===== config.mk =====
export PLATFORM = sky130hd
export DESIGN_NAME = tlbinv_sweep
export DESIGN_NICKNAME = d
export VERILOG_FILES = /design/src/rtl/tlbinv_pkg.sv /design/src/rtl/tlbinv_seq.sv /design/src/rtl/tlbinv_match.sv /design/src/rtl/tlbinv_sweep.sv
export SDC_FILE = /design/constraint.sdc
export NUM_CORES = 1
export LEC_CHECK = 0
export CAP_MARGIN = 20
export CORE_MARGIN = 5
export CORE_UTILIZATION = 55
export DETAILED_ROUTE_END_ITERATION = 16
export DONT_BUFFER_PORTS = 1
export HOLD_SLACK_MARGIN = 0.02
export PLACE_DENSITY_LB_ADDON = 0.25
export SLEW_MARGIN = 20
export SYNTH_ARGS = -nofsm -noshare
export SYNTH_HDL_FRONTEND = slang
export SYNTH_SLANG_ARGS = --single-unit

===== constraint.sdc =====
create_clock -name clk -period 11.5 [get_ports clk]
set_input_delay 3.45 -clock clk [delete_from_list [all_inputs] [get_ports clk]]
set_output_delay 3.45 -clock clk [all_outputs]
set_load 0.01 [all_outputs]

===== src/rtl/tlbinv_pkg.sv =====
package tlbinv_pkg;
  typedef enum logic [2:0] {
    OP_ALL       = 3'd0,
    OP_GLB       = 3'd1,
    OP_ASID      = 3'd2,
    OP_PG_ASID   = 3'd3,
    OP_PG_ANY    = 3'd4,
    OP_ROW_CLR   = 3'd5,
    OP_ROW_FLUSH = 3'd6,
    OP_NONE      = 3'd7
  } inv_op_e;
endpackage


===== src/rtl/tlbinv_seq.sv =====
module tlbinv_seq
  import tlbinv_pkg::*;
#(
  parameter int ROWS = 256,
  parameter int WAYS = 8,
  parameter int FA_N = 64,
  localparam int SA_N  = WAYS * ROWS,
  localparam int TOTAL = SA_N + FA_N,
  localparam int IDX_W = $clog2(TOTAL),
  localparam int CNT_W = $clog2(TOTAL + 1),
  localparam int ROW_W = $clog2(ROWS)
) (
  input  logic             clk,
  input  logic             rst_n,
  input  logic             start,
  input  inv_op_e          op,
  input  logic [IDX_W:0]   idx,
  output logic             busy,
  output logic [IDX_W-1:0] cur_idx,
  output logic             done
);
  localparam logic [IDX_W:0] SA_LIM  = (IDX_W+1)'(SA_N);
  localparam logic [IDX_W:0] TOT_LIM = (IDX_W+1)'(TOTAL);

  logic [IDX_W-1:0] first, step, step_q;
  logic [CNT_W-1:0] cnt, rem_q;

  // Visit plan: first index, stride and number of entries
  always_comb begin
    first = '0;
    step  = IDX_W'(1);
    cnt   = '0;
    case (op)
      OP_ROW_CLR, OP_ROW_FLUSH: begin
        if (idx < SA_LIM) begin
          first = IDX_W'(idx[ROW_W-1:0]);
          step  = IDX_W'(ROWS);
          cnt   = CNT_W'(WAYS);
        end else if (idx < TOT_LIM) begin
          first = IDX_W'(SA_N);
          cnt   = CNT_W'(FA_N);
        end
      end
      OP_NONE: cnt = '0;
      default: cnt = CNT_W'(TOTAL);
    endcase
  end

  always_ff @(posedge clk) begin
    if (!rst_n) begin
      busy    <= 1'b0;
      done    <= 1'b0;
      cur_idx <= '0;
      rem_q   <= '0;
      step_q  <= '0;
    end else begin
      done <= 1'b0;
      if (start) begin
        if (cnt == '0) begin
          done <= 1'b1;
        end else begin
          busy    <= 1'b1;
          cur_idx <= first;
          step_q  <= step;
          rem_q   <= cnt - CNT_W'(1);
        end
      end else if (busy) begin
        if (rem_q == '0) begin
          busy <= 1'b0;
          done <= 1'b1;
        end else begin
          cur_idx <= cur_idx + step_q;
          rem_q   <= rem_q - CNT_W'(1);
        end
      end
    end
  end
endmodule


===== src/rtl/tlbinv_match.sv =====
module tlbinv_match
  import tlbinv_pkg::*;
#(
  parameter int ASID_W   = 10,
  parameter int VA_W     = 48,
  parameter int PS_W     = 6,
  parameter int VPPN_LSB = 13,
  localparam int VPPN_W  = VA_W - VPPN_LSB
) (
  input  inv_op_e           op,
  input  logic [ASID_W-1:0] asid,
  input  logic              g_val,
  input  logic [VA_W-1:0]   va,
  input  logic [PS_W-1:0]   ps,
  input  logic              exists,
  input  logic              e_g,
  input  logic [ASID_W-1:0] e_asid,
  input  logic [VPPN_W-1:0] e_vppn,
  output logic              hit
);
  logic [VA_W-1:0] e_va, keep;
  logic [PS_W:0]   sh;
  logic            page_hit, own;

  assign e_va     = {e_vppn, {VPPN_LSB{1'b0}}};
  assign sh       = {1'b0, ps} + (PS_W+1)'(1);
  assign keep     = {VA_W{1'b1}} << sh;
  assign page_hit = ((va ^ e_va) & keep) == '0;
  assign own      = (e_asid == asid);

  always_comb begin
    case (op)
      OP_ALL, OP_ROW_FLUSH: hit = 1'b1;
      OP_GLB:               hit = (e_g == g_val);
      OP_ASID, OP_ROW_CLR:  hit = !e_g && own;
      OP_PG_ASID:           hit = exists && !e_g && own && page_hit;
      OP_PG_ANY:            hit = exists && (e_g || own) && page_hit;
      default:              hit = 1'b0;
    endcase
  end
endmodule


===== src/rtl/tlbinv_sweep.sv =====
module tlbinv_sweep
  import tlbinv_pkg::*;
#(
  parameter int ROWS     = 256,
  parameter int WAYS     = 8,
  parameter int FA_N     = 64,
  parameter int ASID_W   = 10,
  parameter int VA_W     = 48,
  parameter int PS_W     = 6,
  localparam int VPPN_LSB = 13,
  localparam int SA_N    = WAYS * ROWS,
  localparam int TOTAL   = SA_N + FA_N,
  localparam int IDX_W   = $clog2(TOTAL),
  localparam int VPPN_W  = VA_W - VPPN_LSB
) (
  input  logic              clk,
  input  logic              rst_n,
  input  logic              cmd_valid,
  output logic              cmd_ready,
  input  logic [2:0]        cmd_op,
  input  logic [ASID_W-1:0] cmd_asid,
  input  logic              cmd_g,
  input  logic [VA_W-1:0]   cmd_va,
  input  logic [IDX_W:0]    cmd_idx,
  input  logic [PS_W-1:0]   shared_ps,
  output logic              ent_sel,
  output logic [IDX_W-1:0]  ent_idx,
  input  logic              ent_exists,
  input  logic              ent_g,
  input  logic [ASID_W-1:0] ent_asid,
  input  logic [VPPN_W-1:0] ent_vppn,
  input  logic [PS_W-1:0]   ent_ps,
  output logic              ent_clr,
  output logic              done
);
  localparam logic [IDX_W-1:0] FA_BASE = IDX_W'(SA_N);

  inv_op_e           op_q;
  logic [ASID_W-1:0] asid_q;
  logic              g_q;
  logic [VA_W-1:0]   va_q;
  logic [PS_W-1:0]   sps_q, eff_ps;
  logic              accept, busy, hit;

  assign accept = cmd_valid && cmd_ready;

  always_ff @(posedge clk) begin
    if (!rst_n) begin
      op_q   <= OP_NONE;
      asid_q <= '0;
      g_q    <= 1'b0;
      va_q   <= '0;
      sps_q  <= '0;
    end else if (accept) begin
      op_q   <= inv_op_e'(cmd_op);
      asid_q <= cmd_asid;
      g_q    <= cmd_g;
      va_q   <= cmd_va;
      sps_q  <= shared_ps;
    end
  end

  tlbinv_seq #(.ROWS(ROWS), .WAYS(WAYS), .FA_N(FA_N)) u_seq (
    .clk     (clk),
    .rst_n   (rst_n),
    .start   (accept),
    .op      (inv_op_e'(cmd_op)),
    .idx     (cmd_idx),
    .busy    (busy),
    .cur_idx (ent_idx),
    .done    (done)
  );

  assign eff_ps = (ent_idx >= FA_BASE) ? ent_ps : sps_q;

  tlbinv_match #(.ASID_W(ASID_W), .VA_W(VA_W), .PS_W(PS_W), .VPPN_LSB(VPPN_LSB)) u_match (
    .op     (op_q),
    .asid   (asid_q),
    .g_val  (g_q),
    .va     (va_q),
    .ps     (eff_ps),
    .exists (ent_exists),
    .e_g    (ent_g),
    .e_asid (ent_asid),
    .e_vppn (ent_vppn),
    .hit    (hit)
  );

  assign cmd_ready = !busy;
  assign ent_sel   = busy;
  assign ent_clr   = busy && hit;
endmodule


==> results.md, run 1 <==
* Register clock-pin slew on the reported worst setup and hold paths at about 0.090 ns
* CTS Buffer Depth at 2
* Post-synth net total at around 840
* Actual slew at the worst max-slew pin at just over 1 ns
* Max-slew violations at 0
* Root buffer cell: clkbuf_8
* Required time of the critical path at a little over 8 ns
* Number of CTS-inserted buffers at 9
* Worst min-delay path class: flop to flop
* Data arrival time of the worst path at about 6.5 ns
* Antenna violations before repair at 0
* H-tree depth at 3
* Register area share after synthesis at a little over a third
* Synth Flop Type: dfxtp_1
* Number of iterations in the first detailed-routing pass at 5
* Total number of nets in the final design at between 800 and 900
* Final count of negative-setup-slack endpoints at 0
* Initial Util at between 50% and 60%
* Total power at roughly 800 µW
* Area of all sequential standard cells at 1920 µm²
* Number of global-route vias before repair at between 4000 and 5000
* Normalized max-slew margin at a little under a third
* Post-cts sizing count at 0
* Total congestion overflow at 0
* TNS Setup at 0 ns
* LEAKAGE at 2.17 nW
* CTS tree: done
* Proportion of layout cells with a drive suffix above 1 at between 5 and 6%
* Max-cap violations at 0
* Most common library cell in the layout ignoring fill and taps: nand2_1
* Post-detailed-routing wire length at about 14 mm
* Critical setup path kind: primary input to primary output
* Count of boundary I/O pins at between 150 and 200
* Insertion delay to the later sink of the worst-skew pair at roughly 0.36 ns
* Unrepaired setup endpoints after global routing: false
* Synth-to-layout area growth at 4.60%
* Max Fclk at around 100 MHz
* Full die area at approximately 12000 µm²
* Maximum net fanout on the critical path at 12
* Number of vias after detailed routing at 4686
* Placement row count at 36
* 1st-iter DRT viols at between 200 and 300
* Detailed Place HPWL at roughly 10 mm
* Number of enable flip-flop cells after synthesis at 0
* Number of buffers inserted by hold repair at cts at 0
* Mean area per synthesized cell at 7.88 µm²
* Count of warnings emitted by yosys at 0
* Worst r2r src: u_seq.busy
* Worst clock skew on the final layout at between 0.006 and 0.007 ns
* Detail-routed net length per standard cell at 17.3 µm
* Share of flip-flops with an asynchronous set or reset after synthesis at 0%
* Fin crit period at 9.91 ns
* Pin count of the biggest net entering global routing at just under 100
* Gate Count Post-Synth at between 600 and 700
* Critical path launch point: ent_ps[0]
* Final weighted congestion of routability-driven global placement at about 0.9
* Hold wc startpoint: sps_q[5]
* Worst IR Drop VDD at ~0.07 mV
* Count of antenna-violating nets left after detailed routing at 0
* Quantity of I/O buffers inserted on ports at 0
* Post-synthesis cell type count at just over 60
* Critical path startpoint category: primary input
* Total setup buffers inserted after CTS at 0
* Synthesized cell area at 5440 µm²
* DIE HEIGHT at ~110 µm
* Area of the multi-input gates at between 3000 and 4000 µm²
* Leading cell types in the layout, fill and taps excluded: 176 x nand2_1, 96 x dfxtp_1, 73 x a21boi_0, 34 x xor2_1, 33 x o21ai_0
* Post-DR vias/cell at 5.86
* Final Hold Fails at 0
* Total GRT Usage at 23.4%
* Result of the run: completed
* Period utilisation layout at 86.2%
* Inserted Diodes at 0
* Clock net sink count at 96
* First-pass GRT wire length at approximately 22 mm
* Filler Cells Inserted at approximately 900
* X dimension of the die at 109 µm
* Area of the core at 9730 µm²
* Pwr Density at approximately 140 nW/µm²
* DR DRC count at 0
* Post-synthesis sequential element count at 96
* Endpoint type of the worst setup path: primary output
## cell families after synthesis
family / count (synthesis) / share of synthesized area [%]
adder cells (fa/ha/maj): 8 / 1.84
AO/OA/AOI/OAI: 187 / 24.7
buffers and inverters: 48 / 3.70
AND/OR/NAND/NOR: 286 / 23.6
XOR/XNOR: 58 / 9.33
flip-flops: 96 / 35.3
multiplexers: 8 / 1.52
## state kept, by name, summed over array words and instances, names as in the netlist
register / flops
u_seq.done: 1
g_q: 1
u_seq.rem_q: 12
va_q: 48
asid_q: 10
u_seq.step_q: 2
op_q: 3
sps_q: 6
u_seq.cur_idx: 12
u_seq.busy: 1
## synth_stat cells (5+ instances only)
master | number | area, µm²
nand2_1 | 176 | 661
dfxtp_1 | 96 | 1920
a21boi_0 | 73 | 548
xor2_1 | 34 | 298
o21ai_0 | 33 | 165
nor2_1 | 31 | 116
clkbuf_1 | 29 | 109
xnor2_1 | 24 | 210
a21oi_1 | 17 | 85.1
nand3_1 | 13 | 65.1
nor2b_1 | 11 | 68.8
and2_1 | 9 | 56.3
ha_1 | 8 | 100
nand4_1 | 7 | 43.8
a22oi_1 | 6 | 45.0
and3_1 | 6 | 37.5
inv_1 | 6 | 22.5
mux2i_1 | 6 | 60.1
a31oi_1 | 5 | 31.3
buf_1 | 5 | 18.8
buf_2 | 5 | 25.0
nor3_1 | 5 | 25.0
o31ai_1 | 5 | 37.5
or2_2 | 5 | 31.3
## through the flow
stage	util (%)	setup slack, ns	hold slack [ns]	cells	cell area, µm²
5_1_grt	58.5	1.31	0.498	800	5690
4_1_cts	58.5	1.69	0.468	800	5690
3_5_place_dp	56.1	1.71	0.458	784	5460
2_1_floorplan	-	2.58	0.440	691	5440
6_report	58.5	1.59	0.461	800	5690
3_3_place_gp	56.1	1.87	0.450	784	5460
## power breakdown
part           switching (mW)  internal, mW
registers              0.0217         0.358
logic                  0.0910        0.0627
clock network           0.119         0.144
total                   0.232         0.565
## area by class of cell
cell class,instances,area share [%]
well taps,133,2.92
flip-flops and latches,96,33.8
repair buffers,2,0.264
clock inverters,6,1.89
inverters,6,0.396
clock buffers,10,2.24
multi-input cells,547,58.5
## metal layers
layer	part of all wire [%]	wire length (µm)	track usage (%)	up-vias
li1	-	-	-	2326
met1	40	5570	28.0	2157
met2	50	6860	39.7	180
met3	8.1	1130	6.93	23
met4	2.0	283	8.82	0
met5	0	0	0	-
## worst paths after layout
check | endpoint | cells past startpoint | slack (ns)
hold reg to reg | sps_q[5] | 2 | 0.46
setup reg to reg | u_seq.rem_q[9] | 8 | 8.47
hold / removal | sps_q[5] | 2 | 0.46
setup / recovery | ent_clr | 10 | 1.59
## worst max-delay path: stages
cell and delay [ns]:
mux2i_1 0.25, inv_1 0.11, ha_1 0.27, xnor2_1 0.79
o211ai_1 0.31, a221oi_1 0.36, o211ai_1 0.14, nor4b_1 0.33
o211a_1 0.20, o311a_1 0.25
No activity file was read; power rests on OpenSTA's default activity.
==> inputs of run 2 (changes only) <==
Settings changed: ABC_AREA from default to 1, ABC_CLOCK_PERIOD_IN_PS from default to 11500, CORE_ASPECT_RATIO from default to 1.4.
==> results.md, run 2 <==
* Result of the run: completed
* Cells taking the most area after synthesis: dfxtp_1 34%, nor2_1 13%, nand2_1 9.3%
* Number of CTS-inserted buffers at 9 (unchanged)
* Share of flip-flops with an asynchronous set or reset after synthesis at 0% (unchanged)
* Clock power share at 34.6% (+1.6 points)
* Gate Count Post-Synth at 857 (+24%)
* Critical path startpoint category: primary input
* Post-cts sizing count at 0 (unchanged)
* Top cells by instance count after synthesis: 193 x nor2_1, 139 x nand2_1, 96 x dfxtp_1
* Share of total power in combinational logic at 25.9% (+6.6 points)
* Max-cap violations at 0 (unchanged)
* Proportion of layout cells with a drive suffix above 1 at 4.68% (-0.42 points)
* Post-detailed-routing wire length at 15.2 mm (+10%)
* Clock net sink count at 96 (unchanged)
* Largest family of logic cells by synthesized area: simple AND/OR/NAND/NOR gates
* LEAKAGE at 2.64 nW (+22%)
* Count of boundary I/O pins at 153 (unchanged)
* Worst clock skew on the final layout at 0.00538 ns (-0.00109 ns)
* Critical setup path kind: primary input to primary output
* Max FFs per register at 48 (unchanged)
* Actual slew at the worst max-slew pin at 0.781 ns (-0.239 ns)
* Register ranked first by flip-flop count: va_q
* Total setup buffers inserted after CTS at 0 (unchanged)
* Worst IR Drop VDD at 0.0897 mV (+27%)
* 1st-iter DRT viols at 286 (+7.5%)
* Number of instances in the placed design at 953 (+22%)
* Detailed Place HPWL at 11.1 mm (+9.8%)
* Root buffer cell: clkbuf_16
* Final count of negative-setup-slack endpoints at 0 (unchanged)
* Data arrival time of the worst path at 5.77 ns (-0.69 ns)
* Share of the synthesized area in the top cell type at 34.1% (-1.2 points)
* Total congestion overflow at 0 (unchanged)
* Number of buffers inserted by hold repair at cts at 0 (unchanged)
* Synth Flop Type: dfxtp_1
* Leading cell types in the layout, fill and taps excluded: 193 x nor2_1, 138 x nand2_1, 96 x dfxtp_1, 91 x o21ai_0, 71 x nand3_1
* Count of antenna-violating nets left after detailed routing at 0 (unchanged)
* H-tree depth at 3 (unchanged)
* Full die area at 12400 µm² (+3.5%)
* Simple-gate area share of the yosys netlist at 34.7% (+11 points)
* Synth-to-layout area growth at 5.86%
* Quantity of I/O buffers inserted on ports at 0 (unchanged)
* Max Fclk at 108 MHz (+7.5%)
* Detail-routed net length per standard cell at 15.7 µm (-9.1%)
* First-pass GRT wire length at 24.0 mm (+7.5%)
* Antenna violations before repair at 1 (+1)
* Total GRT Usage at 24.3% (+0.82 points)
* Top flop regs: va_q (48), u_seq.cur_idx (12), u_seq.rem_q (12)
* Unrepaired setup endpoints after global routing: false
* Register clock-pin slew on the reported worst setup and hold paths at 0.07 ns (-0.02 ns)
* Pwr Density at 168 nW/µm² (+20%)
* Most common library cell in the layout ignoring fill and taps: nor2_1
* Final Cell Area at 5970 µm² (+4.8%)
* Total number of nets in the final design at 974 (+21%)
* Max-slew violations at 0 (unchanged)
* CTS Buffer Depth at 2 (unchanged)
* Period utilisation layout at 80.2% (-6.0 points)
* X dimension of the die at 95.6 µm (-13%)
* Insertion delay to the later sink of the worst-skew pair at 0.34 ns (-0.02 ns)
* Required time of the critical path at 8.05 ns (about the same)
* Net switching share of the total power at 33.2% (+4.1 points)
* Number of global-route vias before repair at 5209 (+13%)
* DIE HEIGHT at 130 µm (+19%)
* Library cell occupying the most area in the post-synthesis netlist: dfxtp_1
* DR DRC count at 0 (unchanged)
* Final Hold Fails at 0 (unchanged)
* Post-synthesis cell type count at 40 (-35%)
* Fin crit period at 9.22 ns (-0.689 ns)
* TNS Setup at 0 ns (unchanged)
* Register area share after synthesis at 34.1% (-1.2 points)
* Pin count of the biggest net entering global routing at 89 (-8.2%)
* Psw at 332 µW (+43%)
* Dominant cell by count in the synthesized netlist: nor2_1
* Sequential cell fraction of total power at 39.5% (-8.2 points)
* Mean area per synthesized cell at 6.58 µm² (-17%)
* Placement row count at 43 (+19%)
* Number of vias after detailed routing at 5487 (+17%)
* Internal at 669 µW (+18%)
* CTS tree: done
* Cell area after placement at 5620 µm² (+2.9%)
* Area of the core at 9950 µm² (+2.3%)
* Synthesized cell area at 5640 µm² (+3.5%)
* Xor/xnor cell area share of the yosys netlist at 6.99% (-2.3 points)
* Number of enable flip-flop cells after synthesis at 0 (unchanged)
* Post-synth net total at 1002 (+20%)
* Endpoint type of the worst setup path: primary output
* Worst min-delay path class: flop to flop
* R2r setup slk at 8.17 ns (-0.30 ns)
* Post-synthesis sequential element count at 96 (unchanged)
* Maximum net fanout on the critical path at 13 (+1)
* Normalized max-slew margin at 47.9% (+16 points)
* Compound-gate portion of the synthesized area at 14.7% (-10 points)
* Final weighted congestion of routability-driven global placement at 0.990 (+8.4%)
* Initial Util at 56.6% (+0.68 points)
* Count of warnings emitted by yosys at 0 (unchanged)
* Non-filler cells, final at 970 (+21%)
* Fraction of synthesized area in multiplexers at 0% (-1.5 points)
* Fraction of the mapped netlist area in adder cells at 1.78% (-0.063 points)
* Number of iterations in the first detailed-routing pass at 7 (+2)
* Post-DR vias/cell at 5.66 (-3.4%)
run 2: changes by cell type in the layout (fill, tap and decap cells not counted), moves of 21 or more:
cell	previous run	this run
nor2_1	31	193
nand2_1	176	138
a21boi_0	73	0
o21ai_0	33	91
nand3_1	13	71
xnor2_1	24	3
inv_1	6	55
run 2: cell families (layout without fill, tap and decap cells):
family / after synthesis / in the layout
compound gates: 152 / 152
xor+xnor: 45 / 45
fa+ha+maj: 8 / 8
buf+inv: 101 / 78
flops: 96 / 96
other cells: 0 / 1
simple gates: 455 / 455
run 2: final cells by class:
type                       instances  area (µm²)
timing repair buffer               3        22.5
sequential                        96        1920
multi-input combinational        660        3280
fill                             989        3990
inverter                          59         221
clock buffer                      10         229
clock inverter                     6         116
tap                              135         169
antenna                            1        2.50
run 2: power by group through the flow:
stage	registers (mW)	logic (mW)	clock network [mW]
2_1_floorplan	0.395	0.216	0
3_3_place_gp	0.401	0.249	0
3_5_place_dp	0.403	0.256	0
4_1_cts	0.395	0.258	0.352
5_1_grt	0.400	0.297	0.365
6_report	0.395	0.260	0.347
run 2: metrics by stage:
stage          hold slack, ns  utilization, %  worst slack, ns  total power, mW
2_1_floorplan           0.431               -             2.93            0.611
3_3_place_gp            0.445            56.4             2.44            0.650
5_1_grt                 0.496            59.9             2.10             1.06
6_report                0.468            59.9             2.28             1.00
3_5_place_dp            0.463            56.4             2.35            0.658
4_1_cts                 0.474            59.9             2.35             1.00
run 2: metal layers:
layer,part of all wire (%),vias up,GRT usage [%]
li1,-,2750,-
met2,52,197,44.1
met5,0,-,0
met4,3.1,0,9.38
met1,38,2499,27.5
met3,6.6,41,4.79
run 2: path summary, 6_finish.rpt:
path                                       end       start  cells past startpoint
worst max-delay path                   ent_clr   ent_ps[1]                     15
worst min-delay path                 asid_q[1]   asid_q[1]                      2
worst max register to register  u_seq.rem_q[9]  u_seq.busy                     11
worst min register to register       asid_q[1]   asid_q[1]                      2
run 2: critical path, cell delays in order:
cell	delay, ns
nand2_1	0.03
nand2_1	0.25
ha_1	0.27
nand2_1	0.10
nor2_2	0.10
nand2_1	0.05
nand2_1	0.33
nand2_1	0.14
nand4_1	0.11
nand2_1	0.07
nor2_1	0.11
nand2_1	0.09
nor2_1	0.18
nand4_1	0.14
a21oi_1	0.34
